`config.mk`:
```
export PLATFORM = sky130hd
export DESIGN_NAME = adc_tpg
export DESIGN_NICKNAME = d
export VERILOG_FILES = /design/src/rtl/adc_tpg_pkg.sv /design/src/rtl/tpg_lfsr.sv /design/src/rtl/tpg_phase.sv /design/src/rtl/tpg_mux.sv /design/src/rtl/adc_tpg.sv
export SDC_FILE = /design/constraint.sdc
export NUM_CORES = 1
export LEC_CHECK = 0
export ABC_AREA = 1
export ABC_CLOCK_PERIOD_IN_PS = 4100
export CAP_MARGIN = 30
export CORE_UTILIZATION = 60
export DETAILED_ROUTE_END_ITERATION = 10
export PLACE_DENSITY_LB_ADDON = 0.2
export SLEW_MARGIN = 10
export SYNTH_ARGS = -nofsm -noshare
export SYNTH_HDL_FRONTEND = slang
export SYNTH_HIERARCHICAL = 1
export SYNTH_SLANG_ARGS = --single-unit
```
`constraint.sdc`:
```
create_clock -name clk_i -period 4.1 [get_ports clk_i]
set_clock_uncertainty 0.15 [all_clocks]
set_input_delay 1.23 -clock clk_i [delete_from_list [all_inputs] [get_ports clk_i]]
set_output_delay 1.23 -clock clk_i [all_outputs]
set_load 0.005 [all_outputs]
```
`src/rtl/adc_tpg_pkg.sv`:
```
package adc_tpg_pkg;
  typedef enum logic [2:0] {
    MODE_OFF    = 3'd0,
    MODE_MID    = 3'd1,
    MODE_PFS    = 3'd2,
    MODE_NFS    = 3'd3,
    MODE_CHECK  = 3'd4,
    MODE_PN23   = 3'd5,
    MODE_PN9    = 3'd6,
    MODE_TOGGLE = 3'd7
  } tpg_mode_e;
endpackage

```
`src/rtl/tpg_lfsr.sv`:
```
// Fibonacci LFSR held as a shift history; REG_W >= OUT_W so short polynomials still fill the word.
module tpg_lfsr #(
  parameter int POLY_W = 9,
  parameter int TAP    = 5,
  parameter int OUT_W  = 14
) (
  input  logic             clk_i,
  input  logic             rst_ni,
  input  logic             seed_i,
  input  logic             step_i,
  output logic [OUT_W-1:0] word_o
);
  localparam int REG_W = (POLY_W > OUT_W) ? POLY_W : OUT_W;

  logic [REG_W-1:0] state_q;
  logic             fb;

  assign fb     = state_q[POLY_W-1] ^ state_q[TAP-1];
  assign word_o = state_q[REG_W-1 -: OUT_W];

  always_ff @(posedge clk_i or negedge rst_ni) begin
    if (!rst_ni)      state_q <= '1;
    else if (seed_i)  state_q <= '1;
    else if (step_i)  state_q <= {state_q[REG_W-2:0], fb};
  end
endmodule

```
`src/rtl/tpg_phase.sv`:
```
module tpg_phase (
  input  logic clk_i,
  input  logic rst_ni,
  input  logic clear_i,
  input  logic step_i,
  output logic phase_o
);
  always_ff @(posedge clk_i or negedge rst_ni) begin
    if (!rst_ni)      phase_o <= 1'b0;
    else if (clear_i) phase_o <= 1'b0;
    else if (step_i)  phase_o <= ~phase_o;
  end
endmodule

```
`src/rtl/tpg_mux.sv`:
```
module tpg_mux
  import adc_tpg_pkg::*;
#(
  parameter int DATA_W = 14
) (
  input  tpg_mode_e         mode_i,
  input  logic              phase_i,
  input  logic [DATA_W-1:0] data_i,
  input  logic [DATA_W-1:0] pn9_i,
  input  logic [DATA_W-1:0] pn23_i,
  output logic [DATA_W-1:0] word_o
);
  localparam logic [DATA_W-1:0] MID = DATA_W'(1) << (DATA_W-1);
  localparam logic [DATA_W-1:0] PFS = '1;
  localparam logic [DATA_W-1:0] NFS = '0;

  logic [DATA_W-1:0] check_a;

  // odd bits set: 0x2AAA for 14 bits
  for (genvar i = 0; i < DATA_W; i++) begin : g_chk
    assign check_a[i] = (i % 2) == 1;
  end

  always_comb begin
    unique case (mode_i)
      MODE_OFF:    word_o = data_i;
      MODE_MID:    word_o = MID;
      MODE_PFS:    word_o = PFS;
      MODE_NFS:    word_o = NFS;
      MODE_CHECK:  word_o = phase_i ? ~check_a : check_a;
      MODE_PN23:   word_o = pn23_i;
      MODE_PN9:    word_o = pn9_i;
      MODE_TOGGLE: word_o = phase_i ? NFS : PFS;
      default:     word_o = data_i;
    endcase
  end
endmodule

```
`src/rtl/adc_tpg.sv`:
```
module adc_tpg
  import adc_tpg_pkg::*;
#(
  parameter int DATA_W   = 14,
  parameter int PN9_W    = 9,
  parameter int PN9_TAP  = 5,
  parameter int PN23_W   = 23,
  parameter int PN23_TAP = 18
) (
  input  logic              clk_i,
  input  logic              rst_ni,
  input  logic              sample_en_i,
  input  logic [2:0]        mode_i,
  input  logic              pn23_rst_i,
  input  logic              pn9_rst_i,
  input  logic [DATA_W-1:0] data_i,
  output logic [DATA_W-1:0] data_o
);
  tpg_mode_e         mode;
  logic              phase;
  logic [DATA_W-1:0] pn9_word, pn23_word, next_word;

  assign mode = tpg_mode_e'(mode_i);

  tpg_lfsr #(.POLY_W(PN9_W), .TAP(PN9_TAP), .OUT_W(DATA_W)) i_pn9 (
    .clk_i  (clk_i),
    .rst_ni (rst_ni),
    .seed_i (pn9_rst_i),
    .step_i (sample_en_i && mode == MODE_PN9),
    .word_o (pn9_word)
  );

  tpg_lfsr #(.POLY_W(PN23_W), .TAP(PN23_TAP), .OUT_W(DATA_W)) i_pn23 (
    .clk_i  (clk_i),
    .rst_ni (rst_ni),
    .seed_i (pn23_rst_i),
    .step_i (sample_en_i && mode == MODE_PN23),
    .word_o (pn23_word)
  );

  tpg_phase i_phase (
    .clk_i   (clk_i),
    .rst_ni  (rst_ni),
    .clear_i (!(mode == MODE_CHECK || mode == MODE_TOGGLE)),
    .step_i  (sample_en_i),
    .phase_o (phase)
  );

  tpg_mux #(.DATA_W(DATA_W)) i_mux (
    .mode_i  (mode),
    .phase_i (phase),
    .data_i  (data_i),
    .pn9_i   (pn9_word),
    .pn23_i  (pn23_word),
    .word_o  (next_word)
  );

  always_ff @(posedge clk_i or negedge rst_ni) begin
    if (!rst_ni)          data_o <= '0;
    else if (sample_en_i) data_o <= next_word;
  end
endmodule

```
Word-level counts from Yosys, hierarchy flattened
Cells that the tools add are included.
Cells by class
  bitwise logic cells: 3
  equality and inequality tests: 8
  multiplexer cells: 9
  reductions and logical operators: 6
Operator list (number)
  case mux 14 bit (8 select lines): 1
  two-way mux 14 bit: 4
  two-way mux 23 bit: 2
  equality test 3 bit (second input constant): 4
  equality test 3 x 2 -> 1 bit (second input constant): 2
  nonzero test 2 bit: 2
  equality test 3 x 1 -> 1 bit (second input constant): 1
  zero test 3 bit: 1
  logical AND 1 bit: 2
  two-way mux 1 bit: 2
  inequality test 2 bit (second input constant): 1
  XOR 1 bit: 2
  logical OR 1 bit: 1
  NOT 1 bit: 1
Word-level totals
  logic and storage cells: 30
  flip-flop bits (word level): 52
  output and inout bits: 14
  input bits: 22

Longest topological paths before layout
Gate-level depths: netlist of run 1.
  depth after elaboration: 4
  gate-level depth with buffers: 9
  depth with buffers taken out: 8

By module
The synthesis of run 1 kept the hierarchy.
Modules (own cells, without submodules)
  tpg_lfsr at i_pn23: seq. area each 604.3 sq um, instances 1, area an instance 1096.1 sq um, cells each 118
  tpg_mux: seq. area each 0.0 sq um, instances 1, area an instance 724.4 sq um, cells each 115
  tpg_lfsr at i_pn9: seq. area each 367.9 sq um, instances 1, area an instance 613.1 sq um, cells each 64
  adc_tpg: seq. area each 350.3 sq um, instances 1, area an instance 609.3 sq um, cells each 67
  tpg_phase: seq. area each 25.0 sq um, instances 1, area an instance 43.8 sq um, cells each 6

Least setup slack after synthesis of run 1
No wires, ideal clock.
  path kind: input to register
  start: input port mode_i[0]
  end: register data_o[6]
  path slack: 1.852 ns
  cell stages on the path: 9
  required time: 3.823 ns
  arrival time: 1.971 ns
  library setup time: 0.127 ns
  buffers on the path: 1
  cells stage by stage: buf_6 inv_4 nand2_4 nand2_4 nor2_8 nor2_8 nand3_2 nand2_1 o21ai_0
On the way
  longest elaborated chain between the ends: 2
  elaborated cells between the ends (all ways): 9
  those cells by class: 7 x eq/ne; 1 x mux; 1 x reduce/logical
RTL lines
  from (decl): RTL line adc_tpg.sv:13  | input logic [2:0] mode_i,
  equality test 3 bit (tied with other cells): RTL line tpg_mux.sv:25  | unique case (mode_i)
  case mux 14 bit (8 select lines) (*): RTL line tpg_mux.sv:25
  named net next_word[6]: RTL line adc_tpg.sv:21  | logic [DATA_W-1:0] pn9_word, pn23_word, next_word;
  to (signal assigned): RTL line adc_tpg.sv:60  | else if (sample_en_i) data_o <= next_word;
  to (decl): RTL line adc_tpg.sv:17  | output logic [DATA_W-1:0] data_o
Mark *: on every way through the listed nets, which the timed path passes. The rest lies on a longest branch.
A chain may end at the register's enable or synchronous reset.

Worst setup path after layout of run 1
  start: input port mode_i[1]
  end: register i_pn23.state_q[1]
On the way
  longest elaborated chain between the ends: 3
RTL lines
  equality test 3 bit: RTL line adc_tpg.sv:37  | .step_i (sample_en_i && mode == MODE_PN23),
  logical AND 1 bit: RTL line adc_tpg.sv:37
  nonzero test 2 bit (no line)
  to (signal assigned): RTL line tpg_lfsr.sv:24  | else if (step_i) state_q <= {state_q[REG_W-2:0], fb};
  to (decl): RTL line tpg_lfsr.sv:15  | logic [REG_W-1:0] state_q;
No other way between the ends.

==> impl_results.md, run 1 <==
- Status: finished, final reports clean
- Hold Path Sink: i_pn23/state_q[8]
- Post-DR wirelength/cell: 13.4 um
- Ys async rst share: 100%
- Final wirelength: 6050 um
- Sequential area share after synthesis: 43.7%
- Data required time of the critical path: 4.18 ns
- Max IR drop VDD: 0.252 mV
- Global Route Usage Sum: 24.7%
- CTS H-tree depth: 2
- Antenna viol nets, final: 0
- Layout area overhead: 9.12%
- Synthesized netlist cell count: 370
- Synth Cell Area: 3090 sq um
- Synth Warn #: 6
- DP Worst Slack: 0.789 ns
- Post-cts resize count: 0
- Reg2reg setup slack: 2.66 ns
- Number of synthesized flops with an enable pin: 0
- Measured slew at the worst slew-check pin: 0.651 ns
- Share of cells above drive strength 1: 22.6%
- Reg2reg start: i_phase/phase_o
- RSZ-0062 raised after global routing: false
- Hold buffer count at CTS: 0
- Routability Congestion: 0.855
- Final count of hold timing violations: 0
- Initial antenna violation count: 0
- Period utilization: 73.2%
- Setup slack after layout: 1.10 ns
- Vias in the first global route: 2205
- CTS clk-pin slew, worst paths: 0.10 ns
- CTS tree: done
- Post-layout util: 69.5%
- Chip height: 73.7 um
- Via count: 2408
- Seq cells post-synth: 52
- Crit Reg-Reg Endpoint: data_o[6]
- Clock tree sinks: 52
- Detailed placement HPWL: 4380 um
- PortBufs: 35
- Final setup viols: 0
- Share of the synthesized area in the top cell type: 31.5%
- Synth top cells by count: nand2_1, inv_1, dfstp_2
- Tot Pwr: 1.11 mW
- # IOs: 36
- Leading area contributor after synthesis: dfstp_2
- Type of the most critical hold path: flop to flop
- Slew headroom: 56.4%
- DRT iter0 DRCs: 125
- Synth Flop Type: dfstp_2
- Clock buffer depth: 2
- Pre-Repair DR Iteration Count: 4
- Reg2Reg Depth: 7
- Mapped Nets: 392
- Die Wd: 73.7 um
- Min-Delay Startpoint: i_pn23/state_q[8]
- Die area: 5440 sq um
- Hold Slack: 0.337 ns
- Core Area: 4850 sq um
- MaxCap Viol Count: 0
- Global route total overflow: 0
- Synth cell types: 27
- Final Critical Period: 3.00 ns
- Worst Hold Depth: 2
- PD cells: 329 nW/um^2
- ANT cells: 0
- Num rows: 25
- Post-CTS Setup Inserts: 0
- Clk_lat worst skew: 0.31 ns
- CTS buffer count: 5
- Most common cell in the netlist: nand2_1
- CTS root buf: clkbuf_8
- Crit path arrival time: 3.08 ns
- Worst Path Max Fanout: 22
- Nets@finish: 406
- Lkg Pwr: 1.61 nW
- First-pass GRT wire length: 10200 um
- Syn_area_per_cell: 8.34 sq um
- Initial Util: 63.7%
- Fmax: 333 MHz
- Vias/cell: 5.33
- Main area contributors after synthesis: dfstp_2, nand2_1, dfrtp_1
- Worst setup SP type: input port
- Class of the most critical setup path: input port to flop
- Largest net degree at the start of global routing: 36
- Critical path endpoint category: flop
- Count of pins over their slew limit: 0
- Fin Setup TNS: 0 ns
- Drt drc: 0
-- state kept, by name, indices dropped and copies added (netlist names) --
signal / cells
i_phase/phase_o: 1
i_pn23/state_q: 23
i_pn9/word_o: 14
data_o: 14
-- cell type report --
class / count / area [sq um]
multi-input cells: 232 / 1230
fillers: 392 / 1480
well taps: 67 / 83.8
clock buffers: 6 / 82.6
repair buffers: 43 / 418
flip-flops and latches: 52 / 1350
clock inverters: 2 / 13.8
inverters: 50 / 193
-- worst max path at each step --
stage                     slack, ns       from  cells after the start                 to
after floorplan                1.85  mode_i[0]                      9          data_o[6]
after global placement         0.89  mode_i[1]                      9  i_pn23/state_q[5]
after detailed placement       0.79  mode_i[1]                      9  i_pn23/state_q[1]
after CTS                      1.10  mode_i[1]                      9  i_pn23/state_q[1]
after global routing           0.95  mode_i[1]                      9  i_pn23/state_q[1]
final                          1.10  mode_i[1]                      9  i_pn23/state_q[1]
-- critical path, stage by stage --
cell	delay, ns
clkdlybuf4s50_1	0.47
buf_4	0.27
inv_1	0.07
nand2_1	0.08
nor2_1	0.06
buf_4	0.19
inv_1	0.34
nand2_2	0.15
o21ai_0	0.21
-- cell families (layout without fill, tap and decap cells) --
group / count (synthesis) / in the layout / share of synthesized area, %
AND/OR/NAND/NOR: 184 / 184 / 30.6
buffers and inverters: 86 / 101 / 16.5
flip-flops: 52 / 52 / 43.7
AO/OA/AOI/OAI: 48 / 48 / 9.24
-- stage by stage --
stage / cells / cell area [sq um]
after floorplan: 370 / 3090
final: 452 / 3370
after CTS: 452 / 3370
after global routing: 452 / 3370
after global placement: 443 / 3250
after detailed placement: 444 / 3270
-- metal layers --
layer	routed length, um	up-vias	track usage (%)
met2	2870	69	39.8
met5	0	-	0
met1	2820	1127	34.5
met3	300	8	4.39
li1	-	1204	-
met4	63	0	6.20
-- where the power goes --
group / internal (mW) / switching, mW / total [mW] / leakage (nW)
registers: 0.558 / 0.0214 / 0.580 / 0.574
clock network: 0.138 / 0.176 / 0.314 / 0.0516
logic: 0.0978 / 0.115 / 0.213 / 0.983
total: 0.794 / 0.313 / 1.11 / 1.61
-- placed cells by master, fill, tap and decap left out --
cell,instances
buf_4,7
inv_2,2
a21oi_4,1
nor2_8,3
nand4_1,29
buf_2,1
nor2_2,1
inv_6,1
nor2_1,7
o21ai_0,13
dfrtp_1,15
a21oi_2,1
clkdlybuf4s50_1,34
nand3_1,23
dfstp_2,37
inv_4,2
o21ai_2,8
clkinv_2,1
nand3_2,9
clkbuf_8,6
nor3_4,2
buf_12,1
o21ai_1,12
nand2_1,106
nand2_4,2
inv_1,46
a21oi_1,13
nand2_2,2
Power figures use the tool's default switching activity.
==> run 2, diff against run 1 <==
- ABC_CLOCK_PERIOD_IN_PS: 4100 -> 3100
- CORE_UTILIZATION: 60 -> 56
- clock period: 4.1 -> 3.1 ns (I/O delays scaled with it)
==> run 2 against run 1 <==
Worst hold slack got worse by 0.0049 ns. Total power rose by 28%. Final cell count rose by 0.88%. Largest cell class unchanged. Critical path depth did not move. Count of clock-buffer cells in the layout did not move. First-iteration DRC count fell by 18%. Design area barely moved. Clock power rose by 19%. Combinational power rose by 32%. Register-to-register slack got worse by 1.0 ns.
==> impl_results.md, run 2 (synthesis gave the netlist of run 1 again) <==
- Status: finished, final reports clean
- Reg2reg setup slack: 1.63 ns (-1.03 ns)
- Switching Power: 0.392 mW (+25%)
- Nets@finish: 407 (+0.25%)
- First-pass GRT wire length: 10200 um (-0.40%)
- CTS tree: done
- Number of flip-flops in the largest register: 23 (unchanged)
- Largest net degree at the start of global routing: 31 (-14%)
- # IOs: 36 (unchanged)
- Die Wd: 76.2 um (+3.4%)
- Post-Layout Cell Count: 456 (+0.88%)
- Data required time of the critical path: 3.19 ns (-0.99 ns)
- Num rows: 26 (+4.0%)
- Hold buffer count at CTS: 0 (unchanged)
- Pint: 1.03 mW (+30%)
- DP Worst Slack: 0.377 ns (-0.412 ns)
- Global Route Usage Sum: 22.0% (-2.7 points)
- Critical path endpoint category: flop
- Footprint of the multi-input gates: 1230 sq um (unchanged)
- Pre-Repair DR Iteration Count: 4 (unchanged)
- Count of pins over their slew limit: 0 (unchanged)
- Via count: 2355 (-2.2%)
- Worst setup SP type: input port
- Global route total overflow: 0 (unchanged)
- Class of the most critical setup path: input port to flop
- Lkg Pwr: 1.61 nW (about the same)
- Core Area: 5200 sq um (+7.4%)
- Post-CTS Setup Inserts: 0 (unchanged)
- Post-cts resize count: 0 (unchanged)
- Fin Setup TNS: 0 ns (unchanged)
- CTS clk-pin slew, worst paths: 0.09 ns (about the same)
- Worst Hold Depth: 2 (unchanged)
- Chip height: 76.2 um (+3.4%)
- CTS buffer count: 5 (unchanged)
- Routability Congestion: 0.873 (+2.1%)
- PortBufs: 35 (unchanged)
- Final setup viols: 0 (unchanged)
- Flop pwr share: 53.8% (+1.4 points)
- Reg2reg start: i_phase/phase_o
- Antenna viol nets, final: 0 (unchanged)
- Final Critical Period: 2.40 ns
- Initial Util: 59.3% (-4.4 points)
- Final wirelength: 5810 um (-4.0%)
- CTS H-tree depth: 2 (unchanged)
- Max IR drop VDD: 0.192 mV (-24%)
- Clk_lat worst skew: 0.31 ns (about the same)
- DRT iter0 DRCs: 102 (-18%)
- Measured slew at the worst slew-check pin: 0.580 ns (-0.0710 ns)
- Reg2Reg Depth: 7 (unchanged)
- Clock buffer depth: 2 (unchanged)
- Layout area overhead: 9.16% (about the same)
- Vias in the first global route: 2197 (-0.36%)
- Fmax: 416 MHz
- Die area: 5810 sq um (+6.9%)
- PD cells: 422 nW/um^2 (+28%)
- Hold Slack: 0.332 ns (-0.00491 ns)
- Crit path arrival time: 2.49 ns (-0.59 ns)
- Clock tree sinks: 52 (unchanged)
- Sequential cell area: 1350 sq um (unchanged)
- Final count of hold timing violations: 0 (unchanged)
- Most frequent cells in the layout: nand2_1, inv_1, dfstp_2
- Tot Pwr: 1.42 mW (+28%)
- Drt drc: 0 (unchanged)
- ANT cells: 0 (unchanged)
- Comb pwr share: 19.8% (+0.5 points)
- Vias/cell: 5.16 (-3.1%)
- Post-DR wirelength/cell: 12.7 um (-4.8%)
- Initial antenna violation count: 0 (unchanged)
- Slew headroom: 61.3% (+4.9 points)
- RSZ-0062 raised after global routing: false
- CTS root buf: clkbuf_8
- Fillers: 444 (+13%)
- Worst Path Max Fanout: 19 (-14%)
- Setup slack after layout: 0.699 ns (-0.399 ns)
- Top register by number of flip-flops: i_pn23/state_q
- Share of cells above drive strength 1: 22.5% (-0.059 points)
- MaxCap Viol Count: 0 (unchanged)
- Detailed placement HPWL: 4270 um (-2.4%)
- Min-Delay Startpoint: i_pn23/state_q[8]
- Clock power share: 26.4% (-2.0 points)
- Type of the most critical hold path: flop to flop
- Switching Fraction: 27.6% (-0.68 points)
- Dpl cells: 448 (+0.90%)
- Hold Path Sink: i_pn23/state_q[9]
- Crit Reg-Reg Endpoint: data_o[8]
- Period utilization: 77.5%
- Most common cell after layout, fill and taps aside: nand2_1
run 2: worst max-delay path by stage:
stage,cells after the start,slack [ns],endpoint,start
3_3_place_gp,7,0.43,data_o[7],mode_i[1]
6_report,9,0.70,i_pn9/word_o[1],mode_i[0]
4_1_cts,7,0.69,data_o[8],mode_i[1]
2_1_floorplan,9,1.15,data_o[6],mode_i[0]
5_1_grt,9,0.51,i_pn9/word_o[12],mode_i[0]
3_5_place_dp,7,0.38,data_o[8],mode_i[1]
run 2: cell type report:
type	count	share of cell area (%)
Inverter	50	5.72
Sequential cell	52	40.0
Multi-Input combinational cell	232	36.5
Clock buffer	6	2.15
Tap cell	70	2.60
Timing Repair Buffer	44	12.6
Clock inverter	2	0.408
run 2: power groups by stage:
stage          sequential (mW)  clock [mW]  combinational [mW]
4_1_cts                  0.765       0.395               0.284
3_3_place_gp             0.775           0               0.278
3_5_place_dp             0.776           0               0.283
2_1_floorplan            0.773           0               0.181
6_report                 0.765       0.375               0.281
5_1_grt                  0.772       0.422               0.317
run 2: metal layers:
metal  part of all wire, %  wire length, um  global-route usage (%)
met1                    46             2670                    31.5
met2                    46             2670                    33.2
met3                   7.0              404                    5.03
met4                   1.1               62                    6.54
met5                     0                0                       0
run 2: worst max-delay path, stage by stage:
cell and delay (ns):
clkdlybuf4s50_1 0.54, buf_4 0.27, inv_1 0.06, nand2_1 0.08, nor2_1 0.06, buf_4 0.15, inv_1 0.17, nand2_2 0.10
o21ai_1 0.12
run 2: stage by stage:
step | utilization, % | area [sq um]
2_1_floorplan | - | 3090
5_1_grt | 64.7 | 3370
4_1_cts | 64.7 | 3370
6_report | 64.7 | 3370
3_3_place_gp | 63.1 | 3280
3_5_place_dp | 63.1 | 3280
==> run 3, diff against run 2 <==
- ABC_CLOCK_PERIOD_IN_PS: 3100 -> 2100
- CORE_UTILIZATION: 56 -> 51
- clock period: 3.1 -> 2.1 ns (I/O delays scaled with it)
==> run 3 against run 2 <==
Utilization down 2.1 points. Global-route usage fell by 0.28 points. Die area rose by 9.5%. Critical path depth decreased by 1. Critical path type unchanged. Clock power up 87%. Critical endpoint is now data_o[11]. Count of clock-buffer cells in the layout stayed put. Worst hold slack got worse by 0.20 ns. First-iteration DRC count up 73%. Combinational power increased by 58%.
==> impl_results.md, run 3 (synthesis gave the netlist of run 1 again) <==
- Routability Congestion: 0.862 (-1.3%)
- Data required time of the critical path: 2.13 ns (-1.06 ns)
- Class of the most critical setup path: input port to flop
- Max IR drop VDD: 0.390 mV (+100%)
- Via count: 2432 (+3.3%)
- Clock buffer depth: 2 (unchanged)
- Slowest CP cell: clkdlybuf4s50_1
- Fin Setup TNS: 0 ns (unchanged)
- Type of the most critical hold path: input port to async pin
- Number of flip-flops in the largest register: 23 (unchanged)
- Clk_lat worst skew: 0.31 ns (about the same)
- Most frequent cells in the layout: nand2_1, inv_1, dfstp_2
- Final setup viols: 0 (unchanged)
- Status: finished, final reports clean
- Post-CTS Setup Inserts: 0 (unchanged)
- Dpl cells: 464 (+3.6%)
- Clock tree sinks: 52 (unchanged)
- DR top layer: met4
- Most common cell after layout, fill and taps aside: nand2_1
- CTS H-tree depth: 2 (unchanged)
- Die Wd: 79.8 um (+4.7%)
- PortBufs: 35 (unchanged)
- Nets@finish: 421 (+3.4%)
- Met3 wire len: 336 um (-17%)
- Largest net degree at the start of global routing: 53 (+71%)
- Fmax: 507 MHz
- Post-layout util: 62.6% (-2.1 points)
- CTS buffer count: 5 (unchanged)
- Post-Layout Cell Count: 472 (+3.5%)
- Measured slew at the worst slew-check pin: 0.293 ns (-0.287 ns)
- Initial antenna violation count: 0 (unchanged)
- Vias in the first global route: 2186 (-0.50%)
- Crit path arrival time: 2.00 ns (-0.49 ns)
- Met1 wire length: 3050 um (+14%)
- Num rows: 27 (+3.8%)
- Slew headroom: 80.5% (+19 points)
- Initial Util: 54.4% (-4.9 points)
- Final count of hold timing violations: 0 (unchanged)
- ANT cells: 0 (unchanged)
- RSZ-0062 raised after global routing: false
- Worst setup SP type: input port
- Antenna viol nets, final: 0 (unchanged)
- Worst-path cell chain: clkdlybuf4s50_1 > buf_4 > nor3_4 > buf_12 > nand2_1 > nand3_1 > nand2_1 > o21ai_0
- Pre-Repair DR Iteration Count: 5 (+1)
- DRT iter0 DRCs: 176 (+73%)
- Setup slack after layout: 0.127 ns (-0.572 ns)
- MaxCap Viol Count: 0 (unchanged)
- Hold buffer count at CTS: 0 (unchanged)
- Vias/cell: 5.15 (-0.23%)
- Period utilization: 94.0%
- DP Worst Slack: -0.199 ns (-0.576 ns)
- Slowest stage delay, CP: 0.60 ns (+0.06 ns)
- # IOs: 36 (unchanged)
- Final wirelength: 6290 um (+8.3%)
- First-pass GRT wire length: 10600 um (+3.8%)
- Met2 wire length: 2810 um (+5.3%)
- Post-DR wirelength/cell: 13.3 um (+4.6%)
- Drt drc: 0 (unchanged)
- Worst Path Max Fanout: 17 (-2)
- Worst Path Buf+Inv: 3 (-2)
- PD cells: 641 nW/um^2 (+52%)
- Cell mode on critical path: nand2_1
- CTS tree: done
- Die area: 6370 sq um (+9.5%)
- CTS root buf: clkbuf_8
- Post-cts resize count: 0 (unchanged)
- Layout area overhead: 15.1%
- CTS clk-pin slew, worst paths: 0.08 ns (about the same)
- Critical path endpoint category: flop
- Detailed placement HPWL: 4480 um (+4.9%)
- Lkg Pwr: 1.70 nW (+5.8%)
- Final Critical Period: 1.97 ns
- Global Route Usage Sum: 21.7% (-0.28 points)
- Core Area: 5680 sq um (+9.0%)
- Count of pins over their slew limit: 0 (unchanged)
- Chip height: 79.8 um (+4.7%)
- CP top delay family: buffers and inverters
- Share of cells above drive strength 1: 25.3% (+2.7 points)
- Global route total overflow: 0 (unchanged)
- Top register by number of flip-flops: i_pn23/state_q
## run 3: changes by cell type in the layout (fill, tap and decap cells not counted)
cell	delta
buf_12	+4
buf_4	+10
bufinv_16	+1
clkinv_2	-1
## run 3: path summary, 6_finish.rpt
check                                  startpoint            endpoint  slack (ns)  depth (start not counted)
worst max register to register    i_phase/phase_o           data_o[8]        0.64                          7
max in group asynchronous                  rst_ni  i_pn23/state_q[18]        1.36                          2
min in group clk_i              i_pn23/state_q[8]   i_pn23/state_q[8]        0.34                          2
worst min-delay path                       rst_ni           data_o[6]        0.13                          2
worst min register to register  i_pn23/state_q[8]   i_pn23/state_q[8]        0.34                          2
worst max-delay path                    mode_i[0]          data_o[11]        0.13                          8
## run 3: power breakdown
group          internal [mW]  switching, mW
Combinational          0.214          0.230
Sequential              1.09         0.0422
Clock                  0.360          0.340
## run 3: per-stage QoR
| step | hold WS [ns] | area [sq um] | power (mW) |
|---|---|---|---|
| 2_1_floorplan | 0.184 | 3090 | 1.41 |
| 3_3_place_gp | 0.318 | 3440 | 1.58 |
| 3_5_place_dp | 0.325 | 3440 | 1.59 |
| 4_1_cts | 0.150 | 3550 | 2.30 |
| 5_1_grt | 0.159 | 3550 | 2.39 |
| 6_report | 0.135 | 3550 | 2.28 |
## run 3: metal layers
layer  GRT usage (%)  vias to the layer above
li1                -                     1239
met1            31.6                     1118
met2            32.3                       68
met3            4.23                        7
met4            6.96                        0
met5               0                        -
## run 3: final cells by class
type | instances | area, sq um
fill | 497 | 2120
clock buffer | 6 | 72.6
timing repair buffer | 58 | 581
tap | 72 | 90.1
sequential | 52 | 1350
inverter | 50 | 193
multi-input combinational | 232 | 1230
clock inverter | 2 | 38.8
## run 3: worst register-to-register path, stage by stage (launching register included)
cell and delay [ns]:
dfrtp_1 0.37, inv_1 0.14, a21oi_4 0.21, nor2_8 0.07, nor2_8 0.16, nand3_2 0.08, nand2_1 0.08, o21ai_0 0.08
